File: src/rtl/opnd_agen_pkg.sv
package opnd_agen_pkg;
  typedef enum logic [1:0] {
    AM_REG  = 2'd0,
    AM_IND  = 2'd1,
    AM_IDX  = 2'd2,
    AM_AINC = 2'd3
  } am_e;

  typedef enum logic [2:0] {
    ST_IDLE,
    ST_RREQ,
    ST_RLAT,
    ST_XREQ,
    ST_XLAT,
    ST_WB,
    ST_DONE
  } st_e;
endpackage

File: src/rtl/opnd_agen_ctrl.sv
module opnd_agen_ctrl
  import opnd_agen_pkg::*;
(
  input  logic clk_i,
  input  logic rst_ni,
  input  logic start_i,
  input  am_e  mode_i,
  input  logic rzero_i,
  output st_e  st_o,
  output am_e  mode_o,
  output logic accept_o
);
  st_e st_q, st_d;
  am_e mode_q;

  assign accept_o = start_i && (st_q == ST_IDLE);
  assign st_o     = st_q;
  assign mode_o   = mode_q;

  always_comb begin
    st_d = st_q;
    unique case (st_q)
      ST_IDLE: if (accept_o) begin
        unique case (mode_i)
          AM_REG:  st_d = ST_DONE;
          AM_IDX:  st_d = rzero_i ? ST_XREQ : ST_RREQ;
          default: st_d = ST_RREQ;
        endcase
      end
      ST_RREQ: st_d = ST_RLAT;
      ST_RLAT: begin
        unique case (mode_q)
          AM_AINC: st_d = ST_WB;
          AM_IDX:  st_d = ST_XREQ;
          default: st_d = ST_DONE;
        endcase
      end
      ST_XREQ: st_d = ST_XLAT;
      ST_XLAT: st_d = ST_DONE;
      ST_WB:   st_d = ST_DONE;
      ST_DONE: st_d = ST_IDLE;
      default: st_d = ST_IDLE;
    endcase
  end

  always_ff @(posedge clk_i or negedge rst_ni) begin
    if (!rst_ni) begin
      st_q   <= ST_IDLE;
      mode_q <= AM_REG;
    end else begin
      st_q <= st_d;
      if (accept_o) mode_q <= mode_i;
    end
  end


  idx_abs_skip_chk: assert property (@(posedge clk_i) disable iff (!rst_ni)
    (accept_o && mode_i == AM_IDX && rzero_i) |=> (st_q == ST_XREQ));
endmodule

File: src/rtl/opnd_agen_calc.sv
module opnd_agen_calc
  import opnd_agen_pkg::*;
#(
  parameter int AW   = 16,
  parameter int NREG = 16,
  localparam int RW  = $clog2(NREG)
) (
  input  logic          clk_i,
  input  logic          rst_ni,
  input  logic          accept_i,
  input  am_e           mode_i,
  input  logic [RW-1:0] rnum_i,
  input  logic          byte_i,
  input  logic [AW-1:0] wp_i,
  input  logic [AW-1:0] pc_i,
  input  st_e           st_i,
  input  am_e           mode_q_i,
  input  logic [AW-1:0] rdata_i,
  output logic [AW-1:0] reg_addr_o,
  output logic [AW-1:0] wdata_o,
  output logic [AW-1:0] ea_o,
  output logic [AW-1:0] pc_o,
  output logic          is_reg_o,
  output logic          rzero_o
);
  logic [RW-1:0] rnum_q;
  logic          byte_q;
  logic [AW-1:0] wp_q, pc_q, regval_q, ea_q;
  logic          is_reg_q;

  function automatic logic [AW-1:0] loc(input logic [AW-1:0] wp, input logic [RW-1:0] r);
    return wp + {{(AW-RW-1){1'b0}}, r, 1'b0};
  endfunction

  assign rzero_o    = (rnum_i == '0);
  assign reg_addr_o = loc(wp_q, rnum_q);
  assign wdata_o    = regval_q + (byte_q ? AW'(1) : AW'(2));
  assign ea_o       = ea_q;
  assign pc_o       = pc_q;
  assign is_reg_o   = is_reg_q;

  always_ff @(posedge clk_i or negedge rst_ni) begin
    if (!rst_ni) begin
      rnum_q   <= '0;
      byte_q   <= 1'b0;
      wp_q     <= '0;
      pc_q     <= '0;
      regval_q <= '0;
      ea_q     <= '0;
      is_reg_q <= 1'b0;
    end else if (accept_i) begin
      rnum_q   <= rnum_i;
      byte_q   <= byte_i;
      wp_q     <= wp_i;
      pc_q     <= pc_i;
      is_reg_q <= (mode_i == AM_REG);
      if (mode_i == AM_REG) ea_q <= loc(wp_i, rnum_i);
    end else begin
      if (st_i == ST_RLAT) begin
        regval_q <= rdata_i;
        if (mode_q_i != AM_IDX) ea_q <= rdata_i;
      end
      if (st_i == ST_XLAT) begin
        ea_q <= rdata_i + ((rnum_q == '0) ? '0 : regval_q);
        pc_q <= pc_q + AW'(2);
      end
    end
  end


  pc_step_chk: assert property (@(posedge clk_i) disable iff (!rst_ni)
    (st_i == ST_XLAT) |=> (pc_o == $past(pc_o) + AW'(2)));
endmodule

File: src/rtl/opnd_agen.sv
module opnd_agen
  import opnd_agen_pkg::*;
#(
  parameter int AW   = 16,
  parameter int NREG = 16,
  localparam int RW  = $clog2(NREG)
) (
  input  logic          clk_i,
  input  logic          rst_ni,
  input  logic          start_i,
  input  logic [RW+1:0] spec_i,
  input  logic          byte_i,
  input  logic [AW-1:0] wp_i,
  input  logic [AW-1:0] pc_i,
  output logic          busy_o,
  output logic          done_o,
  output logic          is_reg_o,
  output logic [AW-1:0] ea_o,
  output logic [AW-1:0] pc_o,
  output logic          mem_req_o,
  output logic          mem_we_o,
  output logic [AW-1:0] mem_addr_o,
  output logic [AW-1:0] mem_wdata_o,
  input  logic [AW-1:0] mem_rdata_i
);
  st_e           st;
  am_e           mode_q;
  am_e           mode_in;
  logic          accept, rzero;
  logic [AW-1:0] reg_addr, wdata, pc_cur;

  assign mode_in = am_e'(spec_i[RW+1:RW]);

  opnd_agen_ctrl u_ctrl (
    .clk_i    (clk_i),
    .rst_ni   (rst_ni),
    .start_i  (start_i),
    .mode_i   (mode_in),
    .rzero_i  (rzero),
    .st_o     (st),
    .mode_o   (mode_q),
    .accept_o (accept)
  );

  opnd_agen_calc #(.AW(AW), .NREG(NREG)) u_calc (
    .clk_i      (clk_i),
    .rst_ni     (rst_ni),
    .accept_i   (accept),
    .mode_i     (mode_in),
    .rnum_i     (spec_i[RW-1:0]),
    .byte_i     (byte_i),
    .wp_i       (wp_i),
    .pc_i       (pc_i),
    .st_i       (st),
    .mode_q_i   (mode_q),
    .rdata_i    (mem_rdata_i),
    .reg_addr_o (reg_addr),
    .wdata_o    (wdata),
    .ea_o       (ea_o),
    .pc_o       (pc_cur),
    .is_reg_o   (is_reg_o),
    .rzero_o    (rzero)
  );

  assign pc_o        = pc_cur;
  assign busy_o      = (st != ST_IDLE);
  assign done_o      = (st == ST_DONE);
  assign mem_req_o   = (st == ST_RREQ) || (st == ST_XREQ) || (st == ST_WB);
  assign mem_we_o    = (st == ST_WB);
  assign mem_addr_o  = (st == ST_XREQ) ? pc_cur : reg_addr;
  assign mem_wdata_o = wdata;


  we_mode_chk: assert property (@(posedge clk_i) disable iff (!rst_ni)
    mem_we_o |-> (mode_q == AM_AINC));


  wb_addr_chk: assert property (@(posedge clk_i) disable iff (!rst_ni)
    mem_we_o |-> (mem_addr_o == $past(mem_addr_o, 2)));


  done_pulse_chk: assert property (@(posedge clk_i) disable iff (!rst_ni)
    done_o |=> !done_o);


  hold_chk: assert property (@(posedge clk_i) disable iff (!rst_ni)
    (!busy_o && !start_i) |=> ($stable(ea_o) && $stable(pc_o) && $stable(is_reg_o)));


  reg_noacc_chk: assert property (@(posedge clk_i) disable iff (!rst_ni)
    (done_o && is_reg_o) |-> !$past(mem_req_o));


  start_busy_chk: assert property (@(posedge clk_i) disable iff (!rst_ni)
    busy_o |=> $stable(mode_q));
endmodule

File: config.mk
export PLATFORM = sky130hd
export DESIGN_NAME = opnd_agen
export DESIGN_NICKNAME = d
export VERILOG_FILES = /design/src/rtl/opnd_agen_pkg.sv /design/src/rtl/opnd_agen_ctrl.sv /design/src/rtl/opnd_agen_calc.sv /design/src/rtl/opnd_agen.sv
export SDC_FILE = /design/constraint.sdc
export NUM_CORES = 1
export LEC_CHECK = 0
export ABC_AREA = 1
export BUFFER_PORTS_ARGS = -buffer_cell sky130_fd_sc_hd__buf_2
export CAP_MARGIN = 10
export CORE_MARGIN = 2
export CORE_UTILIZATION = 54
export CTS_BUF_LIST = sky130_fd_sc_hd__clkbuf_16
export DETAILED_ROUTE_END_ITERATION = 10
export PLACE_DENSITY = 0.89
export SYNTH_ARGS = -nofsm -noshare
export SYNTH_HDL_FRONTEND = slang
export SYNTH_SLANG_ARGS = --single-unit
File: constraint.sdc
create_clock -name clk_i -period 2.7 [get_ports clk_i]
set_input_delay 0.135 -clock clk_i [delete_from_list [all_inputs] [get_ports clk_i]]
set_output_delay 0.135 -clock clk_i [all_outputs]
set_load 0.02 [all_outputs]
## After elaboration in Yosys (flattened, before gate mapping)

Cells that the tools add are included.
Widths: inputs -> output; s select.

| word-level totals | value |
|---|---|
| register bits | 75 |
| output and inout port bits | 69 |
| word-level logic and storage cells | 56 |

| operators by class | value |
|---|---|
| add/subtract/negate cells | 5 |
| equal/unequal tests | 12 |
| mux-type cells | 15 |
| bitwise operators | 1 |
| reduce and logical (&&, ||, !) cells | 14 |

Operators with widths:

| operator | count |
|---|---|
| $mux 16 | 9 |
| $add 16x16->16 | 2 |
| $add 16x5->16 | 2 |
| $add 16x2->16 const B | 1 |
| $pmux 3 s5 | 1 |
| $pmux 3 s2 | 2 |
| $eq 3x3->1 const B | 3 |
| $reduce_bool 3->1 | 3 |
| $logic_not 4->1 | 2 |
| $eq 2x2->1 const B | 3 |
| $eq 3x2->1 const B | 2 |
| $mux 2 | 2 |
| $ne 2x2->1 const B | 2 |
| $eq 3x1->1 const B | 1 |
| $logic_not 3->1 | 1 |
| $mux 3 | 1 |
| $reduce_and 3->1 | 1 |
| $logic_not 2->1 | 1 |
| $logic_or 1x1->1 | 2 |
| $ne 2x1->1 const B | 1 |
| $reduce_and 2->1 | 1 |
| $reduce_bool 2->1 | 1 |
| $reduce_or 2->1 | 1 |
| $logic_and 1x1->1 | 1 |
| $not 1->1 | 1 |

## Longest topological paths before layout

Gate-level depths: netlist of run 1.

| depth | value |
|---|---|
| word-level depth | 5 |
| gate-level depth with buffers | 19 |
| depth with buffers taken out | 18 |

## Hierarchy

Synthesis of run 1 repeated with hierarchy kept, for this count alone.

| second synthesis, totals | value |
|---|---|
| cell total of the unflattened synthesis | 877 |
| area, all modules | 5952.0 um2 |

Modules (own cells, without submodules):

| module | times used | cells an instance | area an instance (um2) |
|---|---|---|---|
| opnd_agen_calc | 1 | 774 | 5281.3 |
| opnd_agen | 1 | 63 | 369.1 |
| opnd_agen_ctrl | 1 | 40 | 301.5 |

## Worst setup path after synthesis of run 1

Ideal clock, no wire load.

| timing path | value |
|---|---|
| path type | reg2reg |
| start | register u_calc.rnum_q[1] |
| end | register u_calc.ea_q[12] (netlist: u_calc.ea_o[12]) |
| arrival time | 2349 ps |
| path slack | 234 ps |
| stages on the path, launching flop included | 19 |
| buffers on the path | 1 |
| cells stage by stage | dfrtp_1 > nor2_1 > nand3_1 > inv_1 > clkbuf_1 > nor2_1 > ha_1 > fa_1 > nand2_1 > nand2_1 > and2_1 > nand3_1 > nand3_1 > nand2_1 > nand3_1 > nand2_1 > nand2_1 > nand2_1 > nand2_1 |

| on the way | value |
|---|---|
| word-level cells in the longest chain between the ends | 5 |

RTL lines:

| what | line | text |
|---|---|---|
| start, declared | opnd_agen_calc.sv:26 | `logic [RW-1:0] rnum_q;` |
| start signal, assigned | opnd_agen_calc.sv:52 | `rnum_q <= rnum_i;` |
| $logic_not 4->1 | opnd_agen_calc.sv:64 | `ea_q <= rdata_i + ((rnum_q == '0) ? '0 : regval_q);` |
| $mux 16 | opnd_agen_calc.sv:64 |  |
| $add 16x16->16 | opnd_agen_calc.sv:64 |  |
| $mux 16 | opnd_agen_calc.sv:63 | `if (st_i == ST_XLAT) begin` |
| $mux 16 | opnd_agen_calc.sv:51 | `end else if (accept_i) begin` |
| end signal, assigned | opnd_agen_calc.sv:57 | `if (mode_i == AM_REG) ea_q <= loc(wp_i, rnum_i);` |
| end signal, assigned | opnd_agen_calc.sv:61 | `if (mode_q_i != AM_IDX) ea_q <= rdata_i;` |
| end signal, assigned | opnd_agen_calc.sv:64 |  |
| end, declared | opnd_agen_calc.sv:28 | `logic [AW-1:0] wp_q, pc_q, regval_q, ea_q;` |

No other way between the ends.
A chain may end at the register's enable or synchronous reset.

## Final worst setup path of run 1

| timing path | value |
|---|---|
| start | register u_calc.rnum_q[0] |
| end | output mem_addr_o[15] |

| on the way | value |
|---|---|
| word-level cells in the longest chain between the ends | 2 |

RTL lines:

| what | line | text |
|---|---|---|
| $add 16x5->16 | opnd_agen_calc.sv:32 | `return wp + {{(AW-RW-1){1'b0}}, r, 1'b0};` |
| $mux 16 | opnd_agen.sv:70 | `assign mem_addr_o = (st == ST_XREQ) ? pc_cur : reg_addr;` |
| end, declared | opnd_agen.sv:22 | `output logic [AW-1:0] mem_addr_o,` |

No other way between the ends.

==> results of run 1 <==
cell usage after synthesis, drive strengths merged (7+ instances only):
cell      n  area [um2]
a21oi    41         216
buf      14         104
clkbuf   11        42.5
dfrtp    75        1880
ha       26         325
inv     116         440
nand2   252         961
nand3    50         260
nand4    16         100
nor2     80         343
nor3     17        95.1
o211ai   10        75.1
o21ai    76         395
o22ai     7        43.8
or2       8        50.1
xor2     27         236
state kept, by name (all words and copies together) (netlist names), 2 cells and up:
name	cells
u_ctrl.st_o	3
u_calc.ea_o	16
u_ctrl.mode_o	2
u_calc.wp_q	16
u_calc.regval_q	16
u_calc.rnum_q	4
u_calc.pc_o	16
per-stage QoR:
stage                     std cells  hold WS, ps  cell area, um2  util, %
after floorplan                 854         -161            5820        -
after global placement         1096          341            6520     62.6
after detailed placement       1096          345            6520     62.6
after CTS                      1113        0.853            6840     65.7
after global routing           1115         28.8            6900     66.2
final                          1115         3.88            6900     66.2
layout make-up:
class	count	area [um2]	area share, %
Timing Repair Buffer	134	699	10.1
Sequential cell	75	1880	27.2
Clock inverter	7	82.6	1.20
Inverter	118	448	6.50
Clock buffer	9	225	3.27
Tap cell	136	170	2.47
Multi-Input combinational cell	636	3390	49.2
logic make-up (layout without fill, tap and decap cells):
| logic type | count (synthesis) | in the layout | share of synthesized area [%] |
|---|---|---|---|
| AOI/OAI and AO/OA | 147 | 147 | 14.4 |
| and+or+nand+nor | 430 | 430 | 31.9 |
| DFF | 75 | 75 | 32.2 |
| adders and majority gates | 30 | 30 | 6.96 |
| xor gates and xnor gates | 29 | 29 | 4.36 |
| buffers and inverters | 143 | 268 | 10.2 |
power by group through the flow:
stage          sequential (uW)  clock, uW  combinational [uW]
6_report                  2150       1270                5730
4_1_cts                   2140       1280                5630
3_3_place_gp              2140          0                5420
5_1_grt                   2220       1320                6360
3_5_place_dp              2140          0                5570
2_1_floorplan             2310          0                3930
critical path, stage by stage (launching register included):
cell and delay [ps]:
dfrtp_1 380, ha_1 200, inv_1 70, fa_2 350
o21ai_2 180, nand2_2 100, nor2_4 140, nand3_1 130
o21ai_0 200, nand3_1 90, o21ai_1 80, buf_2 190
metal layers:
| metal | vias to the layer above | track usage, % | wire (um) |
|---|---|---|---|
| met5 | - | 0 | 14 |
| met4 | 2 | 12.3 | 610 |
| met3 | 62 | 4.96 | 1390 |
| met2 | 307 | 48.4 | 7770 |
| met1 | 2793 | 35.9 | 6530 |
| li1 | 3011 | - | - |
cells in the final DEF, fill, tap and decap left out, types with 6 or more instances in the layout:
master,synthesis,routed
nand2_1,248,246
buf_2,8,125
inv_1,111,110
dfrtp_1,75,75
nor2_1,74,71
o21ai_0,72,70
nand3_1,48,48
a21oi_1,38,35
xor2_1,27,27
ha_1,26,26
nand4_1,16,16
nor3_1,15,15
o211ai_1,10,10
clkbuf_16,0,9
o22ai_1,7,7
or2_2,7,7
buf_4,1,7
a21oi_2,3,6
repair_timing:
item                       CTS  global route
buffers inserted             0             2
hold endpoints to repair    39             0
setup endpoints to repair    4             9
pin swaps                    0             3
gates resized for setup      3            13
hold buffers                 1             0
worst paths after layout:
check / slack (ps) / end / cells after the start / start
worst max-delay path: 130 / mem_addr_o[15] / 11 / u_calc.rnum_q[0]
worst min-delay path: 4 / u_calc.pc_o[7] / 3 / pc_i[7]
worst max register to register: 220 / u_calc.ea_o[15] / 17 / u_calc.rnum_q[1]
worst min register to register: 480 / u_calc.is_reg_o / 2 / u_calc.is_reg_o
max in group asynchronous: 1590 / u_calc.wp_q[6] / 2 / rst_ni
min in group asynchronous: 490 / u_calc.pc_o[3] / 2 / rst_ni
==> results.sh, run 1 <==
export IMPL_swShare_pct=52.6
export IMPL_p_per_area_nw_per_um2=1330
export IMPL_grt_usage_pct=28.6
export IMPL_endpoint_kind="output port"
export IMPL_initial_core_util_pct=55.9
export IMPL_gp_congestion=0.907
export IMPL_numCtsBuffers=9
export IMPL_period_needed_ps=2570
export IMPL_cp_max_fo=3
export IMPL_rsz0062_at_grt="false"
export IMPL_synth_edf_count=0
export IMPL_clock_path_buffers=2
export IMPL_setup_viol=0
export IMPL_area_delta_synth_final_pct=18.4
export IMPL_critPathLaunchType="flip-flop"
export IMPL_pwr_share_seq_pct=23.5
export IMPL_grt_pass1_vias=5678
export IMPL_fin_ws_ps=126
export IMPL_status="finished clean"
export IMPL_viasPerCell=5.54
export IMPL_critPathArrivalTime_ps=2440
export IMPL_pin_count=127
export IMPL_die_h_um=108
export IMPL_ant_nets=0
export IMPL_grt_max_degree=76
export IMPL_drv_slew=0
export IMPL_setup_tns_ps=0
export IMPL_h_tree_depth=3
export IMPL_synth_main_ff_cell="dfrtp_1"
export IMPL_syn_inst=854
export IMPL_clk_latency_ps=340
export IMPL_num_vias=6175
export IMPL_hold_viol=0
export IMPL_grt_pass1_wl_um=26500
export IMPL_yosysWarnings=0
export IMPL_diodes=0
export IMPL_finClkSkew_ps=4.59
export IMPL_core_area_um2=10400
export IMPL_async_flop_share_pct=100
export IMPL_tritoncts="yes"
export IMPL_worst_pin_slew_ps=957
export IMPL_max_freq_ghz=0.389
export IMPL_total_power_uw=9150
export IMPL_cts_sinks=75
export IMPL_grt_overflow=0
export IMPL_p_switching_uw=4820
export IMPL_firstDrtPassIters=5
export IMPL_clockRootBuffer="clkbuf_16"
export IMPL_maxCapViolations=0
export IMPL_floorplan_die_area_um2=11600
export IMPL_max_slew_margin_rel_pct=36.2
export IMPL_dp_hpwl_um=12200
export IMPL_crit_type="flip-flop to output port"
export IMPL_synth_nets=942
export IMPL_p_comb_share_pct=62.6
export IMPL_synth_seq_cells=75
export IMPL_place_ws_ps=257
export IMPL_ys_seq_area_share_pct=32.2
export IMPL_routedWlPerCell_um=14.6
export IMPL_nNetsFinal=1062
export IMPL_p_clk_share_pct=13.9
export IMPL_drc_errors=0
export IMPL_intPower_uw=4330
export IMPL_yosysUniqueCellTypes=44
export IMPL_crit_required_ps=2570
export IMPL_netlist_area_um2=5820
export IMPL_period_share_pct=95.3
export IMPL_leakagePower_uw=0.00362
export IMPL_io_buffers=126
export IMPL_routed_wirelength_um=16300
export IMPL_syn_avg_cell_area_um2=6.82
export IMPL_antenna_found_initial=1
export IMPL_hp_class="primary input to flip-flop"
export IMPL_ir_worst_vdd_mv=0.701
export IMPL_drive_above_1_share_pct=19.7
export IMPL_n_fill_cell=913
export IMPL_num_rows=37
export IMPL_path_clk_slew_ps=70
export IMPL_chipWidth_um=108
export IMPL_drt_initial_drc_count=492
Power figures use the tool's default switching activity.
==> inputs of run 2 (changes only) <==
--- a/config.mk
+++ b/config.mk
@@ -9,10 +9,12 @@
 export BUFFER_PORTS_ARGS = -buffer_cell sky130_fd_sc_hd__buf_2
 export CAP_MARGIN = 10
 export CORE_MARGIN = 2
-export CORE_UTILIZATION = 54
+export CORE_UTILIZATION = 56
 export CTS_BUF_LIST = sky130_fd_sc_hd__clkbuf_16
+export CTS_CLUSTER_DIAMETER = 40
 export DETAILED_ROUTE_END_ITERATION = 10
-export PLACE_DENSITY = 0.89
+export PLACE_DENSITY = 0.92
+export SETUP_SLACK_MARGIN = 0.4
 export SYNTH_ARGS = -nofsm -noshare
 export SYNTH_HDL_FRONTEND = slang
 export SYNTH_SLANG_ARGS = --single-unit
==> results.sh, run 2 (same netlist as run 1, synthesis figures left out) <==
export IMPL_ant_nets=0
export IMPL_drt_initial_drc_count=789
export IMPL_max_freq_ghz=0.373
export IMPL_nNetsFinal=1107
export IMPL_max_slew_margin_rel_pct=33.8
export IMPL_period_needed_ps=2680
export IMPL_instances_no_fill=1160
export IMPL_maxCapViolations=0
export IMPL_hp_class="primary input to flip-flop"
export IMPL_floorplan_die_area_um2=11200
export IMPL_core_area_um2=10200
export IMPL_critPathLaunchType="flip-flop"
export IMPL_num_vias=7030
export IMPL_seq_area_um2=1880
export IMPL_regToRegEndpoint="u_calc.ea_o[15]"
export IMPL_intPower_uw=5150
export IMPL_p_comb_share_pct=68.1
export IMPL_gp_congestion=0.940
export IMPL_chipWidth_um=106
export IMPL_place_ws_ps=198
export IMPL_drv_slew=0
export IMPL_dp_hpwl_um=12000
export IMPL_initial_core_util_pct=56.9
export IMPL_cts_sinks=75
export IMPL_drive_above_1_share_pct=32.5
export IMPL_hold_viol=0
export IMPL_path_clk_slew_ps=70
export IMPL_ir_worst_vdd_mv=0.754
export IMPL_antenna_found_initial=0
export IMPL_fin_ws_ps=17.6
export IMPL_setup_viol=0
export IMPL_drc_errors=0
export IMPL_n_fill_cell=705
export IMPL_worst_pin_slew_ps=993
export IMPL_p_per_area_nw_per_um2=1400
export IMPL_grt_pass1_wl_um=29900
export IMPL_crit_type="flip-flop to flip-flop"
export IMPL_grt_usage_pct=33.3
export IMPL_placedCellCount=1097
export IMPL_status="finished clean"
export IMPL_reg2reg_slack_ps=20
export IMPL_swShare_pct=53.2
export IMPL_grt_max_degree=76
export IMPL_routedWlPerCell_um=18.4
export IMPL_final_common_cell="nand2_1"
export IMPL_area_delta_synth_final_pct=34.7
export IMPL_grt_overflow=0
export IMPL_holdWs_ps=3.62
export IMPL_finClkSkew_ps=13.4
export IMPL_rsz0062_at_grt="true"
export IMPL_tritoncts="yes"
export IMPL_routed_wirelength_um=21400
export IMPL_mostFrequentLayoutCells="nand2_1, buf_2, inv_1"
export IMPL_p_clk_share_pct=11.5
export IMPL_r2r_start="u_calc.rnum_q[0]"
export IMPL_crit_required_ps=2930
export IMPL_multi_input_area_um2=3930
export IMPL_num_rows=37
export IMPL_leakagePower_uw=0.00392
export IMPL_viasPerCell=6.06
export IMPL_cp_max_fo=7
export IMPL_period_share_pct=99.3
export IMPL_worstSetupEndpoint="u_calc.ea_o[15]"
export IMPL_h_tree_depth=3
export IMPL_clock_path_buffers=2
export IMPL_critPathArrivalTime_ps=2910
export IMPL_diodes=0
export IMPL_clk_latency_ps=350
export IMPL_reg2regPathDepth=20
export IMPL_pwr_share_seq_pct=20.3
export IMPL_pin_count=127
export IMPL_numCtsBuffers=9
export IMPL_p_switching_uw=5860
export IMPL_die_h_um=106
export IMPL_firstDrtPassIters=10
export IMPL_io_buffers=126
export IMPL_cp_startpoint="u_calc.rnum_q[0]"
export IMPL_clockRootBuffer="clkbuf_16"
export IMPL_grt_pass1_vias=6383
export IMPL_endpoint_kind="flip-flop"
[run 2: changes by cell type in the layout (fill, tap and decap cells not counted), moves of 12 or more]
cell and change:
nand2_2 +27, nand3_2 +12, nand2_1 -32, nand3_1 -17, ha_1 -14, buf_4 +48, buf_2 -12
[run 2: layer usage]
metal,vias up,global-route usage [%],wire length [um]
li1,3093,-,-
met1,3192,39.4,7710
met2,582,57.5,10200
met3,163,6.19,2040
met4,0,17.2,1410
met5,-,0,0
[run 2: stage by stage]
| step | total power, uW | area, um2 | util, % | setup TNS, ps |
|---|---|---|---|---|
| 6_report | 11000 | 7840 | 76.7 | 0 |
| 5_1_grt | 11700 | 7840 | 76.7 | -71.7 |
| 3_5_place_dp | 7690 | 6530 | 63.8 | 0 |
| 3_3_place_gp | 7550 | 6530 | 63.8 | 0 |
| 4_1_cts | 9500 | 7230 | 70.6 | 0 |
| 2_1_floorplan | 6250 | 5830 | - | 0 |
[run 2: worst min-delay path by stage]
stage                       start              end  slack (ps)  cells past startpoint
final                     pc_i[7]   u_calc.pc_o[7]           4                      3
after global routing      pc_i[7]   u_calc.pc_o[7]           9                      3
after CTS                 pc_i[7]   u_calc.pc_o[7]           5                      3
after detailed placement  pc_i[0]   u_calc.pc_o[0]         340                      3
after global placement     rst_ni  u_calc.is_reg_o         340                      1
after floorplan            rst_ni    u_calc.byte_q        -160                      0
[run 2: repair_timing]
action | 4_1_cts | 5_1_grt
hold buffers | 2 | 0
buffers inserted | 22 | 23
endpoints found under the setup margin | 31 | 33
resized for setup | 58 | 106
cloned | 0 | 0
hold endpoints to repair | 60 | 0
pin swaps | 23 | 60
[run 2: power groups by stage]
stage	Sequential [uW]	Combinational (uW)	Clock [uW]
floorplan	2310	3940	0
global placement	2130	5420	0
detailed placement	2140	5550	0
CTS	2150	6100	1240
global route	2290	8060	1320
finish	2240	7500	1270
[run 2: critical path: stages, from the launching register on]
cell	delay [ps]
dfrtp_1	390
buf_4	140
buf_6	110
nor2_4	130
nand3_4	120
inv_6	120
buf_4	120
nor2_1	70
ha_4	270
nand2_1	80
nand2_1	140
a21oi_4	190
nand2_4	90
nand2_2	100
nand2_1	60
nand2_1	90
nand3_2	70
nand2_2	100
nand2_1	50
nand2_1	60
nand2_1	60
[run 2: layout make-up]
cell class | instances | share of cell area (%)
sequential | 75 | 23.9
timing repair buffer | 179 | 14.1
multi-input combinational | 636 | 50.1
clock inverter | 7 | 0.957
clock buffer | 9 | 2.87
tap | 136 | 2.17
inverter | 118 | 5.81
==> inputs of run 3 (changes only) <==
--- a/config.mk
+++ b/config.mk
@@ -6,14 +6,15 @@
 export NUM_CORES = 1
 export LEC_CHECK = 0
 export ABC_AREA = 1
-export BUFFER_PORTS_ARGS = -buffer_cell sky130_fd_sc_hd__buf_2
 export CAP_MARGIN = 10
+export CORE_ASPECT_RATIO = 1.4
 export CORE_MARGIN = 2
-export CORE_UTILIZATION = 56
+export CORE_UTILIZATION = 60
 export CTS_BUF_LIST = sky130_fd_sc_hd__clkbuf_16
 export CTS_CLUSTER_DIAMETER = 40
 export DETAILED_ROUTE_END_ITERATION = 10
-export PLACE_DENSITY = 0.92
+export DONT_BUFFER_PORTS = 1
+export PLACE_DENSITY = 0.86
 export SETUP_SLACK_MARGIN = 0.4
 export SYNTH_ARGS = -nofsm -noshare
 export SYNTH_HDL_FRONTEND = slang
==> results.sh, run 3 (same netlist as run 1, synthesis figures left out) <==
export IMPL_p_per_area_nw_per_um2=1380
export IMPL_cp_top_family="simple AND/OR/NAND/NOR gates"
export IMPL_finClkSkew_ps=9.45
export IMPL_initial_core_util_pct=61.6
export IMPL_nNetsFinal=1051
export IMPL_core_area_um2=9460
export IMPL_setup_tns_ps=0
export IMPL_chipWidth_um=87.3
export IMPL_grt_max_degree=76
export IMPL_cts_sinks=75
export IMPL_path_buf_inv=6
export IMPL_gp_congestion=0.905
export IMPL_crit_type="flip-flop to flip-flop"
export IMPL_path_clk_slew_ps=60
export IMPL_clockRootBuffer="clkbuf_16"
export IMPL_grt_pass1_wl_um=30200
export IMPL_drive_above_1_share_pct=25.1
export IMPL_drt_initial_drc_count=980
export IMPL_ant_nets=0
export IMPL_antenna_found_initial=0
export IMPL_io_buffers=0
export IMPL_h_tree_depth=3
export IMPL_rsz0062_at_grt="true"
export IMPL_final_common_cell="nand2_1"
export IMPL_drc_errors=0
export IMPL_dr_wl_met3_um=2660
export IMPL_maxCapViolations=0
export IMPL_path_cells="buf_6, nor2_4, nand3_4, inv_6, buf_12, buf_16, nor2_1, ha_4, nand2_2, inv_1, nand2_1, nand2_1, inv_1, nand3_1, nand2_1, o21bai_1, nand2_1, nand2_1, nand2_1"
export IMPL_ir_worst_vdd_mv=0.928
export IMPL_grt_pass1_vias=6395
export IMPL_tritoncts="yes"
export IMPL_hp_class="primary input to flip-flop"
export IMPL_status="finished clean"
export IMPL_wl_met2_um=11700
export IMPL_m1WireLength_um=7300
export IMPL_place_ws_ps=200
export IMPL_grt_usage_pct=36.8
export IMPL_top_layer="met4"
export IMPL_max_freq_ghz=0.373
export IMPL_numCtsBuffers=9
export IMPL_fin_ws_ps=19.9
export IMPL_cpPeakStageDelay_ps=390
export IMPL_period_needed_ps=2680
export IMPL_clock_path_buffers=2
export IMPL_hold_viol=0
export IMPL_endpoint_kind="flip-flop"
export IMPL_worst_path_max_delay_cell="dfrtp_1"
export IMPL_num_rows=42
export IMPL_critPathLaunchType="flip-flop"
export IMPL_num_vias=7060
export IMPL_dp_hpwl_um=11500
export IMPL_diodes=0
export IMPL_grt_overflow=0
export IMPL_setup_viol=0
export IMPL_leakagePower_uw=0.00377
export IMPL_max_slew_margin_rel_pct=50.0
export IMPL_area_delta_synth_final_pct=38.0
export IMPL_die_h_um=121
export IMPL_firstDrtPassIters=10
export IMPL_cpMostUsedCell="nand2_1"
export IMPL_clk_latency_ps=350
export IMPL_crit_required_ps=2940
export IMPL_mostFrequentLayoutCells="nand2_1, inv_1, dfrtp_1"
export IMPL_routed_wirelength_um=24000
export IMPL_viasPerCell=6.56
export IMPL_floorplan_die_area_um2=10500
export IMPL_critPathArrivalTime_ps=2920
export IMPL_routedWlPerCell_um=22.3
export IMPL_worst_pin_slew_ps=742
export IMPL_drv_slew=0
export IMPL_period_share_pct=99.3
export IMPL_cp_max_fo=6
export IMPL_reg2reg_slack_ps=20
export IMPL_pin_count=127
-- run 3: cell count changes in the layout (fill, tap and decap cells not counted), sizes merged --
cell,change
clkinvlp,-3
buf,-106
clkinv,+4
nor2,+1
bufinv,-1
dlygate4sd3,+49
inv,-1
-- run 3: cell type report --
cell class	instances	area [um2]
clock inverters	6	26.3
clock buffers	9	225
fillers	481	1420
well taps	110	138
flip-flops and latches	75	1880
inverters	118	457
multi-input cells	637	4150
repair buffers	122	1160
-- run 3: through the flow --
stage | instance area (um2) | hold slack [ps] | cells | util, % | power, uW
final | 8040 | 8.70 | 1077 | 85.0 | 11100
after global routing | 8040 | 18.5 | 1077 | 85.0 | 11600
after CTS | 7290 | 4.50 | 1047 | 77.1 | 9180
after detailed placement | 5910 | -158 | 951 | 62.4 | 7210
after global placement | 5910 | -158 | 951 | 62.4 | 7090
after floorplan | 5830 | -161 | 854 | - | 6250
-- run 3: path summary, 6_finish.rpt --
kind	to	from	depth (start not counted)
min in group asynchronous	u_calc.wp_q[0]	rst_ni	2
max in group asynchronous	u_calc.regval_q[11]	rst_ni	2
setup reg to reg	u_calc.ea_o[8]	u_calc.rnum_q[0]	19
hold / removal	u_calc.pc_o[14]	pc_i[14]	2
setup / recovery	u_calc.ea_o[8]	u_calc.rnum_q[0]	19
hold reg to reg	u_calc.wp_q[1]	u_calc.wp_q[1]	2
-- run 3: per-layer routing --
layer | vias to the layer above | track usage [%]
met2 | 627 | 64.9
met4 | 0 | 25.8
met1 | 3216 | 37.0
met5 | - | 0
met3 | 236 | 8.26
li1 | 2981 | -
-- run 3: worst register-to-register path: cells and delay by family (launching register included) --
family | cells | cell delay, ps
AO/OA/AOI/OAI | 1 | 210
flip-flops | 1 | 390
buffers and inverters | 6 | 660
AND/OR/NAND/NOR | 11 | 1000
adder cells (fa/ha/maj) | 1 | 300
-- run 3: where the power goes --
group          switching (uW)  internal [uW]  total (uW)
combinational            4640           2730        7370
sequential                927           1680        2600
clock                     515            604        1120
-- run 3: what timing repair did --
item,4_1_cts,5_1_grt
hold buffers,52,0
gates resized for setup,83,109
gates cloned,1,1
pin swaps,47,67
hold endpoints to repair,127,0
setup endpoints to repair,31,35
buffers inserted,28,29
